`src/rtl/vlf_pkg.sv`:
```
package vlf_pkg;

  typedef enum logic {
    WCLS_SHORT  = 1'b0,
    WCLS_PREFIX = 1'b1
  } word_cls_e;

endpackage

```
`src/rtl/vlf_classify.sv`:
```
module vlf_classify
  import vlf_pkg::*;
#(
  parameter int unsigned              WORD_W     = 16,
  parameter int unsigned              OPC_W      = 4,
  parameter logic [OPC_W-1:0]         PREFIX_OPC = 4'hE
) (
  input  logic [WORD_W-1:0] word_i,
  output word_cls_e         cls_o
);

  localparam int unsigned OPC_LSB = WORD_W - OPC_W;

  logic [OPC_W-1:0] opc;

  always_comb begin
    opc   = word_i[WORD_W-1:OPC_LSB];
    cls_o = (opc == PREFIX_OPC) ? WCLS_PREFIX : WCLS_SHORT;
  end

endmodule

```
`src/rtl/vlf_pc.sv`:
```
module vlf_pc #(
  parameter int unsigned       PC_W     = 16,
  parameter logic [PC_W-1:0]   RESET_PC = '0
) (
  input  logic            clk,
  input  logic            rst_n,
  input  logic            adv_i,
  input  logic            flush_i,
  input  logic [PC_W-1:0] flush_pc_i,
  output logic [PC_W-1:0] pc_o
);

  localparam logic [PC_W-1:0] PC_STEP = PC_W'(1);

  logic [PC_W-1:0] pc_q, pc_d;
  logic            pc_en;

  always_comb begin
    pc_en = flush_i | adv_i;
    pc_d  = flush_i ? flush_pc_i : (pc_q + PC_STEP);
  end

  always_ff @(posedge clk or negedge rst_n) begin
    if (!rst_n) begin
      pc_q <= RESET_PC;
    end else if (pc_en) begin
      pc_q <= pc_d;
    end
  end

  assign pc_o = pc_q;


  pc_step_chk: assert property (@(posedge clk) disable iff (!rst_n)
    (adv_i && !flush_i) |=> (pc_q == PC_W'($past(pc_q) + PC_STEP)));


  pc_hold_chk: assert property (@(posedge clk) disable iff (!rst_n)
    (!adv_i && !flush_i) |=> $stable(pc_q));


  pc_redirect_chk: assert property (@(posedge clk) disable iff (!rst_n)
    flush_i |=> (pc_q == $past(flush_pc_i)));

endmodule

```
`src/rtl/vlf_assemble.sv`:
```
module vlf_assemble
  import vlf_pkg::*;
#(
  parameter int unsigned         WORD_W   = 16,
  parameter int unsigned         PC_W     = 16,
  parameter logic [WORD_W-1:0]   NOP_WORD = '0
) (
  input  logic                  clk,
  input  logic                  rst_n,
  input  logic                  stall_i,
  input  logic                  flush_i,
  input  word_cls_e             cls_i,
  input  logic [WORD_W-1:0]     word_i,
  input  logic [PC_W-1:0]       pc_i,
  output logic [2*WORD_W-1:0]   insn_o,
  output logic                  long_o,
  output logic                  bubble_o,
  output logic [PC_W-1:0]       dpc_o
);

  localparam int unsigned              INSN_W   = 2 * WORD_W;
  localparam logic [INSN_W-1:0]        NOP_INSN = {{WORD_W{1'b0}}, NOP_WORD};

  // held leading half
  logic                  pend_q, pend_d;
  logic [WORD_W-1:0]     lead_q, lead_d;
  logic [PC_W-1:0]       lpc_q, lpc_d;
  // decode slot
  logic [INSN_W-1:0]     insn_q, insn_d;
  logic                  long_q, long_d;
  logic                  bub_q, bub_d;
  logic [PC_W-1:0]       dpc_q, dpc_d;
  logic                  en;

  always_comb begin
    en     = flush_i | ~stall_i;
    pend_d = pend_q;
    lead_d = lead_q;
    lpc_d  = lpc_q;
    insn_d = insn_q;
    long_d = long_q;
    bub_d  = bub_q;
    dpc_d  = dpc_q;
    if (flush_i) begin
      pend_d = 1'b0;
      insn_d = NOP_INSN;
      long_d = 1'b0;
      bub_d  = 1'b1;
    end else if (!stall_i) begin
      if (pend_q) begin
        pend_d = 1'b0;
        insn_d = {lead_q, word_i};
        long_d = 1'b1;
        bub_d  = 1'b0;
        dpc_d  = lpc_q;
      end else if (cls_i == WCLS_PREFIX) begin
        pend_d = 1'b1;
        lead_d = word_i;
        lpc_d  = pc_i;
        insn_d = NOP_INSN;
        long_d = 1'b0;
        bub_d  = 1'b1;
        dpc_d  = pc_i;
      end else begin
        insn_d = {{WORD_W{1'b0}}, word_i};
        long_d = 1'b0;
        bub_d  = 1'b0;
        dpc_d  = pc_i;
      end
    end
  end

  always_ff @(posedge clk or negedge rst_n) begin
    if (!rst_n) begin
      pend_q <= 1'b0;
      lead_q <= '0;
      lpc_q  <= '0;
      insn_q <= NOP_INSN;
      long_q <= 1'b0;
      bub_q  <= 1'b1;
      dpc_q  <= '0;
    end else if (en) begin
      pend_q <= pend_d;
      lead_q <= lead_d;
      lpc_q  <= lpc_d;
      insn_q <= insn_d;
      long_q <= long_d;
      bub_q  <= bub_d;
      dpc_q  <= dpc_d;
    end
  end

  assign insn_o   = insn_q;
  assign long_o   = long_q;
  assign bubble_o = bub_q;
  assign dpc_o    = dpc_q;


  prefix_bubble_chk: assert property (@(posedge clk) disable iff (!rst_n)
    (!stall_i && !flush_i && !pend_q && cls_i == WCLS_PREFIX) |=> (bub_q && pend_q));


  join_long_chk: assert property (@(posedge clk) disable iff (!rst_n)
    (!stall_i && !flush_i && pend_q) |=> (long_q && !pend_q && insn_q[WORD_W-1:0] == $past(word_i)));


  stall_hold_chk: assert property (@(posedge clk) disable iff (!rst_n)
    (stall_i && !flush_i) |=> ($stable(insn_q) && $stable(pend_q) && $stable(bub_q)));


  flush_drop_chk: assert property (@(posedge clk) disable iff (!rst_n)
    flush_i |=> (bub_q && !pend_q && insn_q == NOP_INSN));


  kind_excl_chk: assert property (@(posedge clk) disable iff (!rst_n)
    !(long_q && bub_q));

endmodule

```
`src/rtl/vlf_fetch_seq.sv`:
```
module vlf_fetch_seq
  import vlf_pkg::*;
#(
  parameter int unsigned         WORD_W     = 16,
  parameter int unsigned         PC_W       = 16,
  parameter int unsigned         OPC_W      = 4,
  parameter logic [OPC_W-1:0]    PREFIX_OPC = 4'hE,
  parameter logic [WORD_W-1:0]   NOP_WORD   = '0,
  parameter logic [PC_W-1:0]     RESET_PC   = '0
) (
  input  logic                  clk,
  input  logic                  rst_n,
  output logic [PC_W-1:0]       fetch_pc_o,
  input  logic [WORD_W-1:0]     fetch_word_i,
  input  logic                  stall_i,
  input  logic                  flush_i,
  input  logic [PC_W-1:0]       flush_pc_i,
  output logic [2*WORD_W-1:0]   dec_insn_o,
  output logic                  dec_long_o,
  output logic                  dec_bubble_o,
  output logic [PC_W-1:0]       dec_pc_o
);

  word_cls_e       cls;
  logic [PC_W-1:0] pc;
  logic            adv;

  assign adv        = ~stall_i;
  assign fetch_pc_o = pc;

  vlf_classify #(
    .WORD_W     (WORD_W),
    .OPC_W      (OPC_W),
    .PREFIX_OPC (PREFIX_OPC)
  ) u_classify (
    .word_i (fetch_word_i),
    .cls_o  (cls)
  );

  vlf_pc #(
    .PC_W     (PC_W),
    .RESET_PC (RESET_PC)
  ) u_pc (
    .clk        (clk),
    .rst_n      (rst_n),
    .adv_i      (adv),
    .flush_i    (flush_i),
    .flush_pc_i (flush_pc_i),
    .pc_o       (pc)
  );

  vlf_assemble #(
    .WORD_W   (WORD_W),
    .PC_W     (PC_W),
    .NOP_WORD (NOP_WORD)
  ) u_assemble (
    .clk      (clk),
    .rst_n    (rst_n),
    .stall_i  (stall_i),
    .flush_i  (flush_i),
    .cls_i    (cls),
    .word_i   (fetch_word_i),
    .pc_i     (pc),
    .insn_o   (dec_insn_o),
    .long_o   (dec_long_o),
    .bubble_o (dec_bubble_o),
    .dpc_o    (dec_pc_o)
  );

endmodule

```
`config.mk`:
```
export PLATFORM = sky130hd
export DESIGN_NAME = vlf_fetch_seq
export DESIGN_NICKNAME = d
export VERILOG_FILES = /design/src/rtl/vlf_pkg.sv /design/src/rtl/vlf_classify.sv /design/src/rtl/vlf_pc.sv /design/src/rtl/vlf_assemble.sv /design/src/rtl/vlf_fetch_seq.sv
export SDC_FILE = /design/constraint.sdc
export NUM_CORES = 1
export LEC_CHECK = 0
export BUFFER_PORTS_ARGS = -buffer_cell sky130_fd_sc_hd__buf_4
export CAP_MARGIN = 30
export CORE_UTILIZATION = 45
export CTS_BUF_LIST = sky130_fd_sc_hd__clkbuf_8
export CTS_CLUSTER_DIAMETER = 60
export CTS_CLUSTER_SIZE = 8
export DETAILED_ROUTE_END_ITERATION = 6
export PLACE_DENSITY = 0.67
export SLEW_MARGIN = 30
export SYNTH_ARGS = -nofsm -noshare
export SYNTH_HDL_FRONTEND = slang
export SYNTH_SLANG_ARGS = --single-unit
```
`constraint.sdc`:
```
create_clock -name clk -period 3.88 [get_ports clk]
set_clock_uncertainty 0.2 [all_clocks]
set_input_delay 0.776 -clock clk [delete_from_list [all_inputs] [get_ports clk]]
set_output_delay 0.776 -clock clk [all_outputs]
set_load 0.005 [all_outputs]
```
# After elaboration in Yosys (flattened, before gate mapping)
# Cells that the tools add are included.
# classes
n_addsub	1
n_eq_ne	2
mux	15
bitwise	4
n_reduce_logical	3
# ops
op	n
$mux W32	3
$mux W16	3
$add A16 B1 Y16 const B	1
$mux W1	9
$reduce_and A5 Y1	1
$eq A4 B4 Y1 const B	1
$not A1 Y1	3
$reduce_and A3 Y1	1
$ne A2 B1 Y1 const B	1
$reduce_and A2 Y1	1
$or A1 B1 Y1	1
# totals
reg_bits	99
inputBits	36
out_inout_bits	66
word_cells	33

# Logic depth before layout (Yosys ltp)
# Gate-level depths: netlist of the first run.
# depth
depth_word	6
mapped_depth	6
depth_no_buf	5

# Modules after synthesis
# From an unflattened synthesis of the first run, not the netlist that was laid out.
# unflattened
cells_unflattened	390
hier_area_um2	4533.1
# modules_own_cells
module	instances	cells_per_inst	area_per_inst_um2	seq_area_each_um2
vlf_assemble	1	289	3575.9	2078.2
vlf_pc	1	99	943.4	400.4
vlf_classify	1	1	10.0	0.0
vlf_fetch_seq	1	1	3.8	0.0

# Worst setup path before layout of the first run
# OpenSTA, ideal clock, no wires.
# synth_path
path_kind	input to register
startpoint	input flush_i
endpoint	register u_assemble.lead_q[10]
setup_ns	0.125
t_arrival_ns	1.899
required_ns	3.555
path_slack_ns	1.656
cell_stages	5
n_path_buf	2
path_cell_list	or2_2 -> clkbuf_1 -> nor2_4 -> buf_6 -> mux2_2
# synth_via
elab_chain_cells	2
word_cells_on_any_way	3
classes_between	bitwise: 2; reduce/logical: 1
# synth_lines
item	line_no	text
start, declared	vlf_fetch_seq.sv:16	input logic flush_i,
$or A1 B1 Y1 / $not A1 Y1 (equally long branches)	-	
$reduce_and A5 Y1 (no line) *	-	
end signal, assigned	vlf_assemble.sv:84	lead_q <= lead_d;
end, declared	vlf_assemble.sv:26	logic [WORD_W-1:0] lead_q, lead_d;
# Mark *: on every way between the ends. The rest lies on a longest branch, timed or not.
# A chain may end at the register's enable or synchronous reset.

# Worst setup path after layout of the first run
# layout_path
startpoint	input stall_i
endpoint	register u_assemble.lpc_q[5]
# layout_via
elab_chain_cells	3
# layout_lines
item	line_no	text
start, declared	vlf_fetch_seq.sv:15	input logic stall_i,
$not A1 Y1 (no line) *	-	
$or A1 B1 Y1	vlf_assemble.sv:36	en = flush_i | ~stall_i;
$reduce_and A5 Y1 (no line) *	-	
end signal, assigned	vlf_assemble.sv:85	lpc_q <= lpc_d;
end, declared	vlf_assemble.sv:27	logic [PC_W-1:0] lpc_q, lpc_d;
# Marks and branches as above.

==> results of run 1 <==
==> cell usage after synthesis, types with 2 or more instances <==
cell and number:
buf_6 3, mux2_2 28, inv_1 3, xnor2_1 7
nor3_1 3, o21ai_0 29, mux2i_1 18, clkbuf_1 14
a221o_1 2, xor2_1 5, a22o_1 16, or2_2 5
nand3b_1 18, nand3_1 5, dfrtp_1 98, nor2b_1 2
nor2_1 8, buf_1 2, a21oi_1 17, nand2_1 52
nor4_1 4, nand4_1 2, buf_2 4
==> cell usage in the layout, fill, tap and decap left out, types with 9 or more instances in the layout <==
| cell type | instances |
|---|---|
| mux2_2 | 28 |
| a21oi_1 | 17 |
| buf_4 | 105 |
| nand3b_1 | 18 |
| o21ai_0 | 29 |
| dfrtp_1 | 98 |
| a22o_1 | 16 |
| mux2i_1 | 18 |
| nand2_1 | 52 |
| clkbuf_8 | 9 |
==> kinds of logic (layout without fill, tap and decap cells) <==
| group | Yosys count | after routing | synth area share |
|---|---|---|---|
| simple gates | 108 | 108 | 0.135 |
| flops | 99 | 99 | 0.590 |
| compound gates | 67 | 67 | 0.0980 |
| mux | 46 | 46 | 0.118 |
| buf+inv | 27 | 125 | 0.0310 |
| xor+xnor | 12 | 12 | 0.0250 |
| fa+ha+maj | 1 | 1 | 0.00298 |
==> per-layer routing <==
layer  vias up  part of all wire
met5         -                 0
met4         0             0.016
met3        11             0.025
met2        59              0.48
met1      1467              0.48
li1       1437                 -
==> power breakdown <==
part | switching (W) | internal, W
clock network | 0.000347 | 0.000427
registers | 0.0000906 | 0.00115
logic | 0.000129 | 0.000179
total | 0.000567 | 0.00175
==> final timing paths <==
| check | start | to | depth (start not counted) |
|---|---|---|---|
| setup / recovery | stall_i | u_assemble.lpc_q[5] | 4 |
| hold / removal | rst_n | u_assemble.dpc_o[3] | 1 |
| setup reg to reg | u_assemble.pend_q | u_assemble.lpc_q[5] | 5 |
| hold reg to reg | u_assemble.lead_q[14] | u_assemble.lead_q[14] | 1 |
| max in group asynchronous | rst_n | u_assemble.insn_o[31] | 2 |
| min in group clk | u_assemble.lead_q[14] | u_assemble.lead_q[14] | 1 |
==> final cells by class <==
cell class / instances / area (sq um)
well taps: 108 / 135
clock buffers: 9 / 124
flip-flops and latches: 99 / 2480
repair buffers: 106 / 808
fillers: 752 / 3630
inverters: 3 / 11.3
clock inverters: 7 / 115
multi-input cells: 234 / 1590
==> critical path, cell delays in order <==
cell and delay (ns):
buf_4 0.23, or2_2 0.57, nor2_4 0.76, mux2_2 0.41
==> metrics by stage <==
stage	total power, W	cells	cell area, sq um	hold WS (ns)
2_1_floorplan	0.00139	360	4200	0.241
3_3_place_gp	0.00156	550	5020	0.257
3_5_place_dp	0.00157	550	5020	0.257
4_1_cts	0.00235	566	5260	0.238
5_1_grt	0.00244	566	5260	0.253
6_report	0.00232	566	5260	0.221
==> registers in the layout, summed over array words and instances (netlist names) <==
signal / count
u_assemble.lpc_q: 16
u_assemble.pend_q: 1
u_assemble.dpc_o: 16
u_pc.pc_o: 16
u_assemble.insn_o: 32
u_assemble.lead_q: 16
u_assemble.long_o: 1
u_assemble.bubble_o: 1
==> reports/metrics.yaml, run 1 <==
synthesis:
  synth_ff_type: "dfrtp_1"
  syn_nets: 397
  synthArstFlopShare: 1.00
  synth_cell_types: 38
  synth-edff-count: 0
  syn_inst: 360
  syn_area_per_cell_sq_um: 11.7
  netlist_top_cells_area: "dfrtp_1 58%, mux2_2 7.5%, nand2_1 4.6%"
  ys_warn_count: 0
  yosys.area.top_type: "dfrtp_1"
  netlist_area_sq_mm: 0.00420
  synth_top_area_frac: 0.584
  ys_seq_area_frac: 0.590
  synth_seq_cells: 99
timing:
  fmax_ghz: 0.365
  finalCriticalPeriod_ns: 2.74
  worstMarginPinSlew_ns: 0.860
  hold_viol: 0
  tns_ns: 0
  slew_viol_final: 0
  slew_headroom: 0.425
  finalSetupViolations: 0
  post-route-period-util: 0.706
  layout_setup_ws_ns: 1.14
  rsz0062_at_grt: "no"
floorplan:
  pin_count: 102
  die_w_um: 98.6
  rows: 34
  die_h_um: 98.6
  dieArea_sq_mm: 0.00972
  start_util: 0.472
  core_area_sq_mm: 0.00889
setup_path:
  regToRegSetupSlack_ns: 1.54
  critPathKind: "input port to register"
  critPathLaunchType: "input port"
  arrival_ns: 2.77
  critPathRequiredTime_ns: 3.91
  cp_max_fo: 43
  endpoint_kind: "register"
global_routing:
  grt_remaining_overflow: 0
  met2_usage: 0.306
  antenna_found_initial: 0
  grt_use_total: 0.195
  grt_first_pass_wirelength_um: 14700
  grt_max_degree: 54
  grt.busiest_layer: "met2"
  first_global_vias: 2870
  grt.met1_usage: 0.279
  gr-usage-met3: 0.0234
place:
  dpl.hpwl_um: 6080
  io_buffers: 101
  dp_worst_setup_slack_ns: 0.735
  globalplace.congestion: 0.777
pwr:
  leakage_nw: 2.46
  powerDensity_mw_per_mm2: 441
  ir_drop_v: 0.000196
clock_network:
  cts.path.max_buffers: 2
  ctsHoldBuffers: 0
  cts_setup_buffers: 0
  tritoncts: "built"
  htree_num_levels: 3
  postCtsResizedCells: 0
  numCtsBuffers: 9
  clockRootBuffer: "clkbuf_8"
  cts_sinks: 99
  clkTransAtPathRegs_ns: 0.09
  clk_latency_ns: 0.34
routing:
  vias_per_cell: 5.25
  wire_per_inst_um: 15.7
  ant_nets: 0
  vias: 2974
  drt-total-wl_um: 8910
  drc: 0
  dr.pass1.iters: 4
  dr.first_iter.drc_count: 113
final_layout:
  n_antenna_cell: 0
  area_delta_synth_final_pct: 25.3
  fin_util: 0.592
  layout.nets: 490
  layout-drive-gt1-share: 0.345
worst_hold_path:
  hold_class: "input port to asynchronous set/reset pin"
job:
  maxCapViolCount: 0
outcome:
  status: "finished clean"
(Power assumes the default switching activity.)
==> run 2, diff against run 1 <==
clock period = 2.7 ns   (was 3.88 ns; I/O delays follow)
==> run 2 against run 1 <==
  * Power increased by 39%
  * Final area grew 0.38%
  * Clock power rose by 28%
  * Hold slack got worse by 0.038 ns
  * Setup slack got worse by 0.39 ns
  * Global-route usage fell by 0.15 points
  * Non-clock buffer count up 6
  * Count of clock-buffer cells in the layout increased by 1
  * Via count increased by 0.50%
  * Sequential share of layout area shrank 0.18 points
  * Wire length grew 1.8%
  * Sequential power grew 44%
==> reports/metrics.yaml, run 2 (synthesized netlist as in run 1, its figures left out) <==
routing:
  vias: 2989  # +0.50%
  drc: 0  # unchanged
  wire_per_inst_um: 15.9  # +0.76%
  dr.pass1.iters: 4  # unchanged
  dr.first_iter.drc_count: 111  # -1.8%
  ant_nets: 0  # unchanged
  drt-total-wl_um: 9070  # +1.8%
  vias_per_cell: 5.23  # -0.55%
final_layout:
  fin_util: 0.594  # +0.00225
  layout.cells.most_common_list: "110 x buf_4, 98 x dfrtp_1, 52 x nand2_1"
  layout.nets: 496  # +1.2%
  largest_reg_flops: 32  # unchanged
  design_area_sq_mm: 0.00528  # +0.38%
  area_delta_synth_final_pct: 25.8
  n_antenna_cell: 0  # unchanged
  layout-drive-gt1-share: 0.356  # +0.0106
  mostFrequentLayoutCell: "buf_4"
global_routing:
  first_global_vias: 2871  # +0.035%
  antenna_found_initial: 0  # unchanged
  grt_remaining_overflow: 0  # unchanged
  grt_use_total: 0.194  # -0.00151
  grt_first_pass_wirelength_um: 14600  # -0.84%
  grt_max_degree: 45  # -17%
timing:
  layout_setup_ws_ns: 0.749  # -0.393 ns
  post-route-period-util: 0.723
  whs_ns: 0.183  # -0.0379 ns
  fmax_ghz: 0.513
  finalCriticalPeriod_ns: 1.95
  finalSetupViolations: 0  # unchanged
  worstMarginPinSlew_ns: 0.723  # -0.138 ns
  tns_ns: 0  # unchanged
  rsz0062_at_grt: "no"
  hold_viol: 0  # unchanged
  slew_viol_final: 0  # unchanged
  slew_headroom: 0.516  # +0.0911
clock_network:
  clkTransAtPathRegs_ns: 0.10  # about the same
  clk_latency_ns: 0.36  # +0.02 ns
  numCtsBuffers: 9  # unchanged
  htree_num_levels: 3  # unchanged
  clockRootBuffer: "clkbuf_8"
  cts.path.max_buffers: 2  # unchanged
  cts_sinks: 99  # unchanged
  tritoncts: "built"
floorplan:
  core_area_sq_mm: 0.00889  # unchanged
  rows: 34  # unchanged
  dieArea_sq_mm: 0.00972  # unchanged
  start_util: 0.472  # unchanged
  die_w_um: 98.6  # unchanged
  die_h_um: 98.6  # unchanged
  pin_count: 102  # unchanged
place:
  io_buffers: 101  # unchanged
  globalplace.congestion: 0.731  # -5.9%
  dp_worst_setup_slack_ns: 0.490  # -0.245 ns
  placedInstanceArea_sq_mm: 0.00506  # +0.80%
  dpl.hpwl_um: 6310  # +3.9%
worst_hold_path:
  hold_class: "input port to register"
setup_path:
  critPathKind: "register to register"
  cp_max_fo: 9  # -79%
  arrival_ns: 1.99  # -0.78 ns
  endpoint_kind: "register"
  critPathLaunchType: "register"
  critPathRequiredTime_ns: 2.74  # -1.17 ns
pwr:
  powerDensity_mw_per_mm2: 610  # +38%
  leakage_nw: 2.48  # +0.58%
  ir_drop_v: 0.000254  # +30%
outcome:
  status: "finished clean"
job:
  maxCapViolCount: 0  # unchanged
==> run 2: cell types whose count changed in the layout (fill, tap and decap cells not counted) <==
cell,before,now
dlygate4sd3_1,0,1
clkinv_4,0,1
buf_4,105,110
inv_8,0,1
clkbuf_8,9,10
nor2b_2,0,1
nor2b_1,2,1
bufinv_16,3,1
inv_1,4,3
==> run 2: path summary, 6_finish.rpt <==
check | slack, ns | depth (start not counted) | end | startpoint
min in group asynchronous | 0.45 | 2 | u_assemble.dpc_o[3] | rst_n
hold / removal | 0.18 | 3 | u_pc.pc_o[3] | flush_pc_i[3]
setup / recovery | 0.75 | 4 | u_pc.pc_o[14] | u_pc.pc_o[2]
max in group asynchronous | 1.12 | 3 | u_pc.pc_o[15] | rst_n
hold reg to reg | 0.28 | 1 | u_assemble.lead_q[14] | u_assemble.lead_q[14]
setup reg to reg | 0.75 | 4 | u_pc.pc_o[14] | u_pc.pc_o[2]
==> run 2: critical path, cell delays in order, from the launching register on <==
cell	delay, ns
dfrtp_1	0.50
nand4_1	0.34
nor4_1	0.45
nor2_1	0.09
a221o_1	0.26
==> run 2: report_power, final <==
group / switching, W / internal (W) / leakage (nW)
registers: 0.000128 / 0.00165 / 1.28
clock network: 0.000528 / 0.000464 / 0.105
logic: 0.000191 / 0.000260 / 1.09
==> run 2: through the flow <==
stage / std cells / power (W)
global route: 572 / 0.00337
global placement: 555 / 0.00224
floorplan: 360 / 0.00200
detailed placement: 555 / 0.00226
CTS: 572 / 0.00325
finish: 572 / 0.00322
==> run 2: timing repair <==
action / CTS / global route
endpoints found under the hold margin: 27 / 0
gates resized for setup: 0 / 0
setup buffers: 0 / 0
hold buffers: 1 / 0
==> run 2: area by class of cell <==
cell class | count | area [sq um]
flip-flops and latches | 99 | 2480
well taps | 108 | 135
fillers | 757 | 3610
clock inverters | 6 | 71.3
multi-input cells | 234 | 1590
clock buffers | 10 | 138
repair buffers | 112 | 856
inverters | 3 | 11.3
==> run 2: routing by layer <==
layer | wire [um] | track usage | share of wire
met1 | 4420 | 0.279 | 0.49
met2 | 4300 | 0.302 | 0.47
met3 | 212 | 0.0227 | 0.023
met4 | 137 | 0.0735 | 0.015
met5 | 0 | 0 | 0
